===== src/rtl/ptw_pkg.sv =====
package ptw_pkg;

    localparam int ENT_W         = 64;
    localparam int PAGE_SHIFT    = 12;
    localparam int IDX_W         = 9;
    localparam int ENT_BYTES_LOG = 3;

    // entry flag positions
    localparam int B_PRESENT = 0;
    localparam int B_WRITE   = 1;
    localparam int B_USER    = 2;
    localparam int B_BIG     = 7;
    localparam int B_NOEXEC  = 63;

    typedef enum logic [1:0] {
        ST_IDLE,
        ST_ISSUE,
        ST_WAIT
    } walk_st_e;

    typedef struct packed {
        logic present;
        logic rsvd;
        logic leaf;
    } ent_verdict_t;

    function automatic logic [ENT_W-1:0] low_ones(input int unsigned n);
        if (n >= ENT_W) return '1;
        return (ENT_W'(1) << n) - ENT_W'(1);
    endfunction

endpackage


===== src/rtl/ptw_entry_addr.sv =====
module ptw_entry_addr
    import ptw_pkg::*;
#(
    parameter int PA_W  = 52,
    parameter int LA_W  = 64,
    parameter int LVL_W = 3
) (
    input  logic [PA_W-1:0]  table_base,
    input  logic [LA_W-1:0]  lin_addr,
    input  logic [LVL_W-1:0] level,
    output logic [PA_W-1:0]  ent_addr
);
    localparam int SLOT_MSB = IDX_W + ENT_BYTES_LOG - 1;

    logic [LA_W-1:0] shifted;
    logic            unused_hi;

    always_comb begin
        shifted  = lin_addr >> (PAGE_SHIFT - ENT_BYTES_LOG + IDX_W * int'(level));
        ent_addr = table_base
                 + PA_W'({shifted[SLOT_MSB:ENT_BYTES_LOG], {ENT_BYTES_LOG{1'b0}}});
    end

    assign unused_hi = ^{shifted[LA_W-1:SLOT_MSB+1], shifted[ENT_BYTES_LOG-1:0]};

endmodule


===== src/rtl/ptw_entry_check.sv =====
module ptw_entry_check
    import ptw_pkg::*;
#(
    parameter int PA_W    = 52,
    parameter int LVL_W   = 3,
    parameter int BIG_MAX = 2
) (
    input  logic [ENT_W-1:0] entry,
    input  logic [LVL_W-1:0] level,
    input  logic             nx_en,
    output ent_verdict_t     verdict
);
    logic hi_rsvd;
    logic big_allowed;

    always_comb begin
        hi_rsvd = 1'b0;
        for (int b = PA_W; b < B_NOEXEC; b++) hi_rsvd = hi_rsvd | entry[b];
        big_allowed     = (int'(level) >= 1) && (int'(level) <= BIG_MAX);
        verdict.present = entry[B_PRESENT];
        verdict.rsvd    = hi_rsvd
                        | (~nx_en & entry[B_NOEXEC])
                        | (entry[B_BIG] & (int'(level) > BIG_MAX));
        verdict.leaf    = (level == '0) | (entry[B_BIG] & big_allowed);
    end

endmodule


===== src/rtl/ptw_span_mask.sv =====
module ptw_span_mask #(
    parameter int NLVL  = 5,
    parameter int LVL_W = 3
) (
    input  logic [LVL_W-1:0] top_lvl,
    input  logic [LVL_W-1:0] bottom_lvl,
    output logic [NLVL-1:0]  span
);
    for (genvar i = 0; i < NLVL; i++) begin : g_lvl
        assign span[i] = (LVL_W'(i) <= top_lvl) && (LVL_W'(i) >= bottom_lvl);
    end
endmodule


===== src/rtl/ptw_walker.sv =====
module ptw_walker
    import ptw_pkg::*;
#(
    parameter int PA_W      = 52,
    parameter int LA_W      = 64,
    parameter int NLVL      = 5,
    parameter int WIDE_LA   = 57,
    parameter int NARROW_LA = 48,
    parameter int BIG_MAX   = 2
) (
    input  logic                     clk,
    input  logic                     rst,
    input  logic                     req_valid,
    input  logic [LA_W-1:0]          req_vaddr,
    input  logic                     req_write,
    input  logic [ENT_W-1:0]         root_base,
    input  logic                     five_level,
    input  logic                     nx_enable,
    output logic                     busy,
    output logic                     mem_req_valid,
    output logic [PA_W-1:0]          mem_req_addr,
    input  logic                     mem_rsp_valid,
    input  logic [ENT_W-1:0]         mem_rsp_data,
    output logic                     walk_done,
    output logic                     walk_fault,
    output logic [$clog2(NLVL)-1:0]  fault_level,
    output logic [PA_W-1:0]          phys_addr,
    output logic [NLVL-1:0]          acc_mask,
    output logic [NLVL-1:0]          dirty_mask,
    output logic                     perm_write,
    output logic                     perm_user
);
    localparam int LVL_W = $clog2(NLVL);

    walk_st_e         st_q;
    logic [LVL_W-1:0] lvl_q, start_q;
    logic [LA_W-1:0]  va_q, omask_q, omask_n;
    logic [PA_W-1:0]  base_q, frame_n;
    logic             nx_q, wr_q, pw_q, pu_q;
    ent_verdict_t     verdict;
    logic [NLVL-1:0]  span;
    logic             unused_bits;

    ptw_entry_addr #(.PA_W(PA_W), .LA_W(LA_W), .LVL_W(LVL_W)) u_addr (
        .table_base (base_q),
        .lin_addr   (va_q),
        .level      (lvl_q),
        .ent_addr   (mem_req_addr)
    );

    ptw_entry_check #(.PA_W(PA_W), .LVL_W(LVL_W), .BIG_MAX(BIG_MAX)) u_check (
        .entry   (mem_rsp_data),
        .level   (lvl_q),
        .nx_en   (nx_q),
        .verdict (verdict)
    );

    ptw_span_mask #(.NLVL(NLVL), .LVL_W(LVL_W)) u_span (
        .top_lvl    (start_q),
        .bottom_lvl (lvl_q),
        .span       (span)
    );

    assign busy          = (st_q != ST_IDLE);
    assign mem_req_valid = (st_q == ST_ISSUE);
    assign omask_n       = omask_q >> IDX_W;
    assign frame_n       = {mem_rsp_data[PA_W-1:PAGE_SHIFT], {PAGE_SHIFT{1'b0}}};
    assign unused_bits   = ^{root_base[ENT_W-1:PA_W], root_base[PAGE_SHIFT-1:0],
                             mem_rsp_data[PAGE_SHIFT-1:B_BIG+1], mem_rsp_data[B_BIG-1:B_USER+1],
                             omask_n[LA_W-1:PA_W]};

    always_ff @(posedge clk) begin
        if (rst) begin
            st_q        <= ST_IDLE;
            lvl_q       <= '0;
            start_q     <= '0;
            va_q        <= '0;
            omask_q     <= '0;
            base_q      <= '0;
            nx_q        <= 1'b0;
            wr_q        <= 1'b0;
            pw_q        <= 1'b0;
            pu_q        <= 1'b0;
            walk_done   <= 1'b0;
            walk_fault  <= 1'b0;
            fault_level <= '0;
            phys_addr   <= '0;
            acc_mask    <= '0;
            dirty_mask  <= '0;
            perm_write  <= 1'b0;
            perm_user   <= 1'b0;
        end else begin
            walk_done  <= 1'b0;
            walk_fault <= 1'b0;
            unique case (st_q)
                ST_IDLE: if (req_valid) begin
                    st_q    <= ST_ISSUE;
                    lvl_q   <= LVL_W'(five_level ? NLVL - 1 : NLVL - 2);
                    start_q <= LVL_W'(five_level ? NLVL - 1 : NLVL - 2);
                    va_q    <= req_vaddr;
                    omask_q <= LA_W'(low_ones(five_level ? WIDE_LA : NARROW_LA));
                    base_q  <= {root_base[PA_W-1:PAGE_SHIFT], {PAGE_SHIFT{1'b0}}};
                    nx_q    <= nx_enable;
                    wr_q    <= req_write;
                    pw_q    <= 1'b1;
                    pu_q    <= 1'b1;
                end
                ST_ISSUE: st_q <= ST_WAIT;
                ST_WAIT: if (mem_rsp_valid) begin
                    omask_q <= omask_n;
                    pw_q    <= pw_q & mem_rsp_data[B_WRITE];
                    pu_q    <= pu_q & mem_rsp_data[B_USER];
                    if (!verdict.present || verdict.rsvd) begin
                        st_q        <= ST_IDLE;
                        walk_fault  <= 1'b1;
                        fault_level <= lvl_q;
                        phys_addr   <= '0;
                    end else if (verdict.leaf) begin
                        st_q       <= ST_IDLE;
                        walk_done  <= 1'b1;
                        phys_addr  <= (frame_n & ~omask_n[PA_W-1:0])
                                    | (va_q[PA_W-1:0] & omask_n[PA_W-1:0]);
                        acc_mask   <= span;
                        dirty_mask <= wr_q ? (NLVL'(1) << lvl_q) : '0;
                        perm_write <= pw_q & mem_rsp_data[B_WRITE];
                        perm_user  <= pu_q & mem_rsp_data[B_USER];
                    end else begin
                        st_q   <= ST_ISSUE;
                        base_q <= frame_n;
                        lvl_q  <= lvl_q - LVL_W'(1);
                    end
                end
                default: st_q <= ST_IDLE;
            endcase
        end
    end

endmodule


===== config.mk =====
export PLATFORM = sky130hd
export DESIGN_NAME = ptw_walker
export DESIGN_NICKNAME = d
export VERILOG_FILES = /design/src/rtl/ptw_pkg.sv /design/src/rtl/ptw_entry_addr.sv /design/src/rtl/ptw_entry_check.sv /design/src/rtl/ptw_span_mask.sv /design/src/rtl/ptw_walker.sv
export SDC_FILE = /design/constraint.sdc
export NUM_CORES = 1
export LEC_CHECK = 0
export BUFFER_PORTS_ARGS = -buffer_cell sky130_fd_sc_hd__buf_2
export CELL_PAD_IN_SITES_DETAIL_PLACEMENT = 2
export CELL_PAD_IN_SITES_GLOBAL_PLACEMENT = 2
export CORE_ASPECT_RATIO = 0.75
export CORE_MARGIN = 5
export CORE_UTILIZATION = 26
export DETAILED_ROUTE_END_ITERATION = 10
export PLACE_DENSITY = 0.81
export SYNTH_ARGS = -nofsm -noshare
export SYNTH_HDL_FRONTEND = slang
export SYNTH_SLANG_ARGS = --single-unit

===== constraint.sdc =====
create_clock -name clk -period 3.5 [get_ports clk]
set_input_delay 0.7 -clock clk [delete_from_list [all_inputs] [get_ports clk]]
set_output_delay 0.7 -clock clk [all_outputs]
set_load 0.005 [all_outputs]

# Yosys cells after proc, flatten, opt, wreduce, memory -nomap -nowiden
# Index checks and enable logic that the tools add are counted.
[totals]
output_inout_bits = 123
in_bits = 199
register_bits = 261
wordCells = 130
[op_classes]
n_eq_ne = 6
n_reduce_logical = 22
n_bitwise = 26
shifts = 3
n_lt_le_gt_ge = 14
n_addsub = 4
muxes = 36
multipliers = 1
[ops]
columns = ["cell", "n"]
rows = [
  ["52-bit two-way mux", 6],
  ["64-bit two-way mux", 4],
  ["64-bit case mux with 2 select lines", 1],
  ["52-bit bitwise AND", 2],
  ["52-bit case mux with 2 select lines", 1],
  ["1-bit by 6-bit << shifter with 64-bit output (first input constant)", 1],
  ["64-bit by 32-bit right shift with 12-bit output", 1],
  ["64-bit by 2-bit subtractor with 64-bit output (second input constant)", 1],
  ["52-bit by 12-bit adder with 52-bit output", 1],
  ["52-bit inverter", 1],
  ["52-bit OR", 1],
  ["5-bit by 32-bit adder with 32-bit output (first input constant)", 1],
  ["3-bit two-way mux", 5],
  ["1-bit OR", 13],
  ["1-bit two-way mux", 11],
  ["3-bit AND reduction", 3],
  ["2-bit != test (second input constant)", 4],
  ["6-bit by 7-bit greater-or-equal comparator with 1-bit output (second input constant)", 1],
  ["4-bit by 3-bit multiplier with 7-bit output (first input constant)", 1],
  ["1-bit by 3-bit greater-or-equal comparator with 1-bit output (first input constant)", 2],
  ["2-bit by 3-bit greater-or-equal comparator with 1-bit output (first input constant)", 2],
  ["1-bit by 3-bit less-or-equal comparator with 1-bit output (first input constant)", 2],
  ["2-bit by 3-bit less-or-equal comparator with 1-bit output (first input constant)", 2],
  ["1-bit logical AND", 6],
  ["27 further kinds", 39],
]

# Longest topological paths before layout
[logic_depth]
ltp_word = 16
depth_mapped = 11
ltp_nobuf = 7

# Cells and area by module
# Synthesis repeated with hierarchy kept, for this count alone.
[hier_totals]
cells_unflattened = 1241
hier_area_um2 = 10146.0
[modules_own_cells]
columns = ["module", "n_inst", "seq_area_each_um2", "area_per_inst_um2", "cells_per_inst"]
rows = [
  ["ptw_walker", 1, 3923.8, 8069.0, 968],
  ["ptw_entry_addr", 1, 0.0, 1951.9, 252],
  ["ptw_entry_check", 1, 0.0, 73.8, 12],
  ["ptw_span_mask", 1, 0.0, 51.3, 9],
]

# Least setup slack after synthesis
# Ideal clock, no wire load.
[synth_path]
path_type = "reg-to-output"
from = "register lvl_q[0]"
to = "output port mem_req_addr[7]"
required_time_ns = 2.800
stages_incl_launch_ff = 10
arrival_ns = 2.674
path_buffers = 3
path_slack_ns = 0.126
cell_sequence = "dfxtp_1 -> buf_2 -> inv_1 -> clkbuf_1 -> ha_1 -> buf_2 -> mux2_2 -> mux4_2 -> o311ai_0 -> o21ai_0"
[synth_between]
elab_chain_cells = 4
[synth_rtl]
columns = ["item", "line", "rtl"]
rows = [
  ["start, declared", "ptw_walker.sv:36", "logic [LVL_W-1:0] lvl_q, start_q;"],
  ["start signal, assigned", "ptw_walker.sv:98", "lvl_q <= LVL_W'(five_level ? NLVL - 1 : NLVL - 2);"],
  ["start signal, assigned", "ptw_walker.sv:130", "lvl_q <= lvl_q - LVL_W'(1);"],
  ["4-bit by 3-bit multiplier with 7-bit output", "ptw_entry_addr.sv:19", "shifted = lin_addr >> (PAGE_SHIFT - ENT_BYTES_LOG + IDX_W * int'(level));"],
  ["5-bit by 32-bit adder with 32-bit output", "ptw_entry_addr.sv:19", ""],
  ["64-bit by 32-bit right shift with 12-bit output", "ptw_entry_addr.sv:19", ""],
  ["52-bit by 12-bit adder with 52-bit output", "ptw_entry_addr.sv:21", "+ PA_W'({shifted[SLOT_MSB:ENT_BYTES_LOG], {ENT_BYTES_LOG{1'b0}}});"],
  ["end, declared", "ptw_walker.sv:21", "output logic [PA_W-1:0] mem_req_addr,"],
]
# No other way between the ends.

# Worst setup path after layout
[layout_path]
from = "register lvl_q[0]"
to = "output port mem_req_addr[9]"
# Same word-level chain as after synthesis.

==> impl_results.md <==
* Slew Limit Fails at 0
* CP arrival at 2750 ps
* Outcome: finished, final reports clean
* Final hold violations at 0
* Clk sinks at 196
* Die area at 0.0436 mm^2
* Fmax at 0.290 GHz
* Hold Startpoint: phys_addr[0]$_SDFFE_PP0P_
* Hold crit path type: register to register
* CTS tree: done
* Cell area after synthesis at 0.0103 mm^2
* Area delta synth->final at 28.8%
* Final WL at 47.1 mm
* # rows at 63
* Total track usage at 20.9%
* Vias in the first global route at 11,500
* Final Setup Violations at 0
* Final period util at 98.5%
* Leading post-synthesis cells by cell area: dfxtp_1 38%, nand2_1 14%, mux2i_1 9.7%, a21oi_1 5.7%, mux2_2 2.3%
* Max-cap viol count at 0
* Ys async rst share at 0%
* Pwr Density at 456 mW/mm^2
* Mapped Cells at 1,286
* Core Region at 0.0393 mm^2
* Hold path depth at 2
* Worst-Skew Late Latency at 460 ps
* Seq/Total Area, Yosys at 38.2%
* Commonest cells post-synth: 395 x nand2_1, 196 x dfxtp_1, 117 x a21oi_1
* CTS Buf Count at 17
* Reg2Reg Setup Slack at 890 ps
* Via-to-Cell Ratio at 5.12
* Worst Tran Pin Value at 1070 ps
* Final min period at 3450 ps
* Max VDD drop at 0.000298 V
* Starting Density at 26.2%
* Worst R2R Path Depth at 7
* Gpl congestion at 0.891
* WHS at 455 ps
* Startpoint types: register
* Die Width at 239 um
* Via count at 10,600
* Synth area leader: dfxtp_1
* # hold bufs at CTS at 0
* Die H at 182 um
* Pre-antenna DRT Iters at 5
* IO buf count at 286
* Initial antenna violation count at 4
* I/O Pins at 322
* Clock Tree Root: clkbuf_16
* Largest net degree at the start of global routing at 121
* DRC violations left at 0
* Critical path required time at 2800 ps
* Yosys warning count at 0
* R2r startpoint: lvl_q[0]$_SDFFE_PP0P_
* Area share of the leading cell type in the synthesized netlist at 38.2%
* WS Path Type: register to primary output
* 1st-iter DRT viols at 594
* Layout cell share with drive strength beyond 1 at 30.2%
* H-tree depth at 4
* Final setup TNS at 0 ps
* Post-synth EDFFs at 0
* Fillers at 4,602
* Crit path max fanout at 11
* Max Buffers Root-to-Sink at 2
* Rel. slew slack at 28.6%
* Post-synth cell types at 75
* Hold EP: phys_addr[0]$_SDFFE_PP0P_
* Post-DR wirelength/cell at 22.7 um
* Leak at 5.83 nW
* Worst flop-to-flop path endpoint: phys_addr[43]$_SDFFE_PP0P_
* Antenna-violating nets left at 0
* Synth Register Bits at 196
* Main synth FF type: dfxtp_1
* Clock slew seen by the registers of the worst setup and hold paths at 80 ps
* Most common cell in the netlist: nand2_1
* Syn_area_per_cell at 7.98 um^2
* Grt total ovfl at 0
* Layout net count at 1,747
* Fin Clk Skew at 14.1 ps
* DP HPWL at 34.7 mm
* CP Capture Type: primary output
* First-pass GRT wire length at 70.6 mm
==> worst max-delay path by stage <==
stage	startpoint	slack (ps)	endpoint	cells after the start
6_report	lvl_q[0]$_SDFFE_PP0P_	50	mem_req_addr[9]	9
5_1_grt	lvl_q[1]$_SDFFE_PP0P_	-20	mem_req_addr[5]	10
4_1_cts	lvl_q[0]$_SDFFE_PP0P_	-7	mem_req_addr[11]	10
3_5_place_dp	lvl_q[0]$_SDFFE_PP0P_	210	mem_req_addr[5]	9
3_3_place_gp	lvl_q[0]$_SDFFE_PP0P_	280	mem_req_addr[7]	7
2_1_floorplan	lvl_q[0]$_SDFFE_PP0P_	130	mem_req_addr[7]	9
==> report_power, final <==
| group | leakage (nW) | internal (W) | switching [W] |
|---|---|---|---|
| combinational | 3.94 | 0.000589 | 0.000808 |
| sequential | 1.60 | 0.00235 | 0.000173 |
| clock | 0.288 | 0.00114 | 0.000977 |
| total | 5.83 | 0.00408 | 0.00196 |
==> kinds of logic after synthesis <==
| family | count (synthesis) | share of synthesized area, % |
|---|---|---|
| mux | 128 | 13.7 |
| other cells | 1 | 0.0365 |
| flops | 196 | 38.2 |
| buf+inv | 118 | 5.31 |
| xor+xnor | 2 | 0.171 |
| fa+ha+maj | 7 | 0.853 |
| compound gates | 273 | 18.5 |
| simple gates | 561 | 23.2 |
==> area by class of cell <==
type / instances / area (um^2) / share of cell area, %
Inverter: 11 / 48.8 / 0.369
Timing Repair Buffer: 341 / 2040 / 15.4
Clock inverter: 14 / 178 / 1.34
Clock buffer: 18 / 429 / 3.25
Multi-Input combinational cell: 974 / 5950 / 45.0
Antenna cell: 1 / 2.50 / 0.0189
Sequential cell: 196 / 3930 / 29.7
Tap cell: 520 / 651 / 4.92
==> repair_timing <==
item	CTS	global route
pin swaps	5	10
gates resized for setup	19	19
endpoints found under the setup margin	9	9
gates cloned	1	3
setup buffers	1	10
==> cells in the final DEF (no fill, tap or decap), types with 6 or more instances in the layout <==
cell type,instances
a211oi_1,16
a21oi_1,115
a31o_2,8
a31oi_1,7
and3_1,13
buf_12,7
buf_2,285
buf_4,39
clkbuf_16,20
dfxtp_1,194
inv_1,6
mux2_2,21
mux2i_1,98
mux4_2,8
nand2_1,394
nand3_1,29
nand4_1,11
nor2_1,44
nor2b_1,12
nor3_1,26
o21ai_0,31
o2bb2ai_1,17
o2bb2ai_2,11
==> metal layers <==
metal  track usage [%]  routed length, um  part of all wire (%)
met3              5.36               2830                   6.0
met1              27.7              21500                    46
met4              4.91                622                   1.3
met5                 0                 34                 0.072
met2              34.4              22100                    47
==> critical path, stage by stage (launching register included) <==
cell     delay, ps
dfxtp_4        370
ha_2           210
ha_4           350
buf_12         180
mux2i_1        320
o22ai_1        140
nor4_1         320
nor4_1         110
buf_4          150
buf_2          120
==> sequential cells by signal, summed over array words and instances, names as in the netlist, 2 cells and up <==
signal,count
acc_mask,5
base_q,40
dirty_mask,5
fault_level,3
lvl_q,3
omask_q,12
phys_addr,52
st_q,2
start_q,2
va_q,64
==> stage by stage <==
step | worst slack [ps] | cell area (um^2) | total power, W | utilization, % | std cells
finish | 54.2 | 13200 | 0.00603 | 33.7 | 2075
global route | -16.9 | 13200 | 0.00633 | 33.7 | 2074
CTS | -6.63 | 13000 | 0.00603 | 33.1 | 2061
detailed placement | 210 | 12300 | 0.00384 | 31.3 | 2027
global placement | 277 | 12300 | 0.00380 | 31.3 | 2027
floorplan | 126 | 10300 | 0.00325 | - | 1288
No activity file was read; power rests on OpenSTA's default activity.
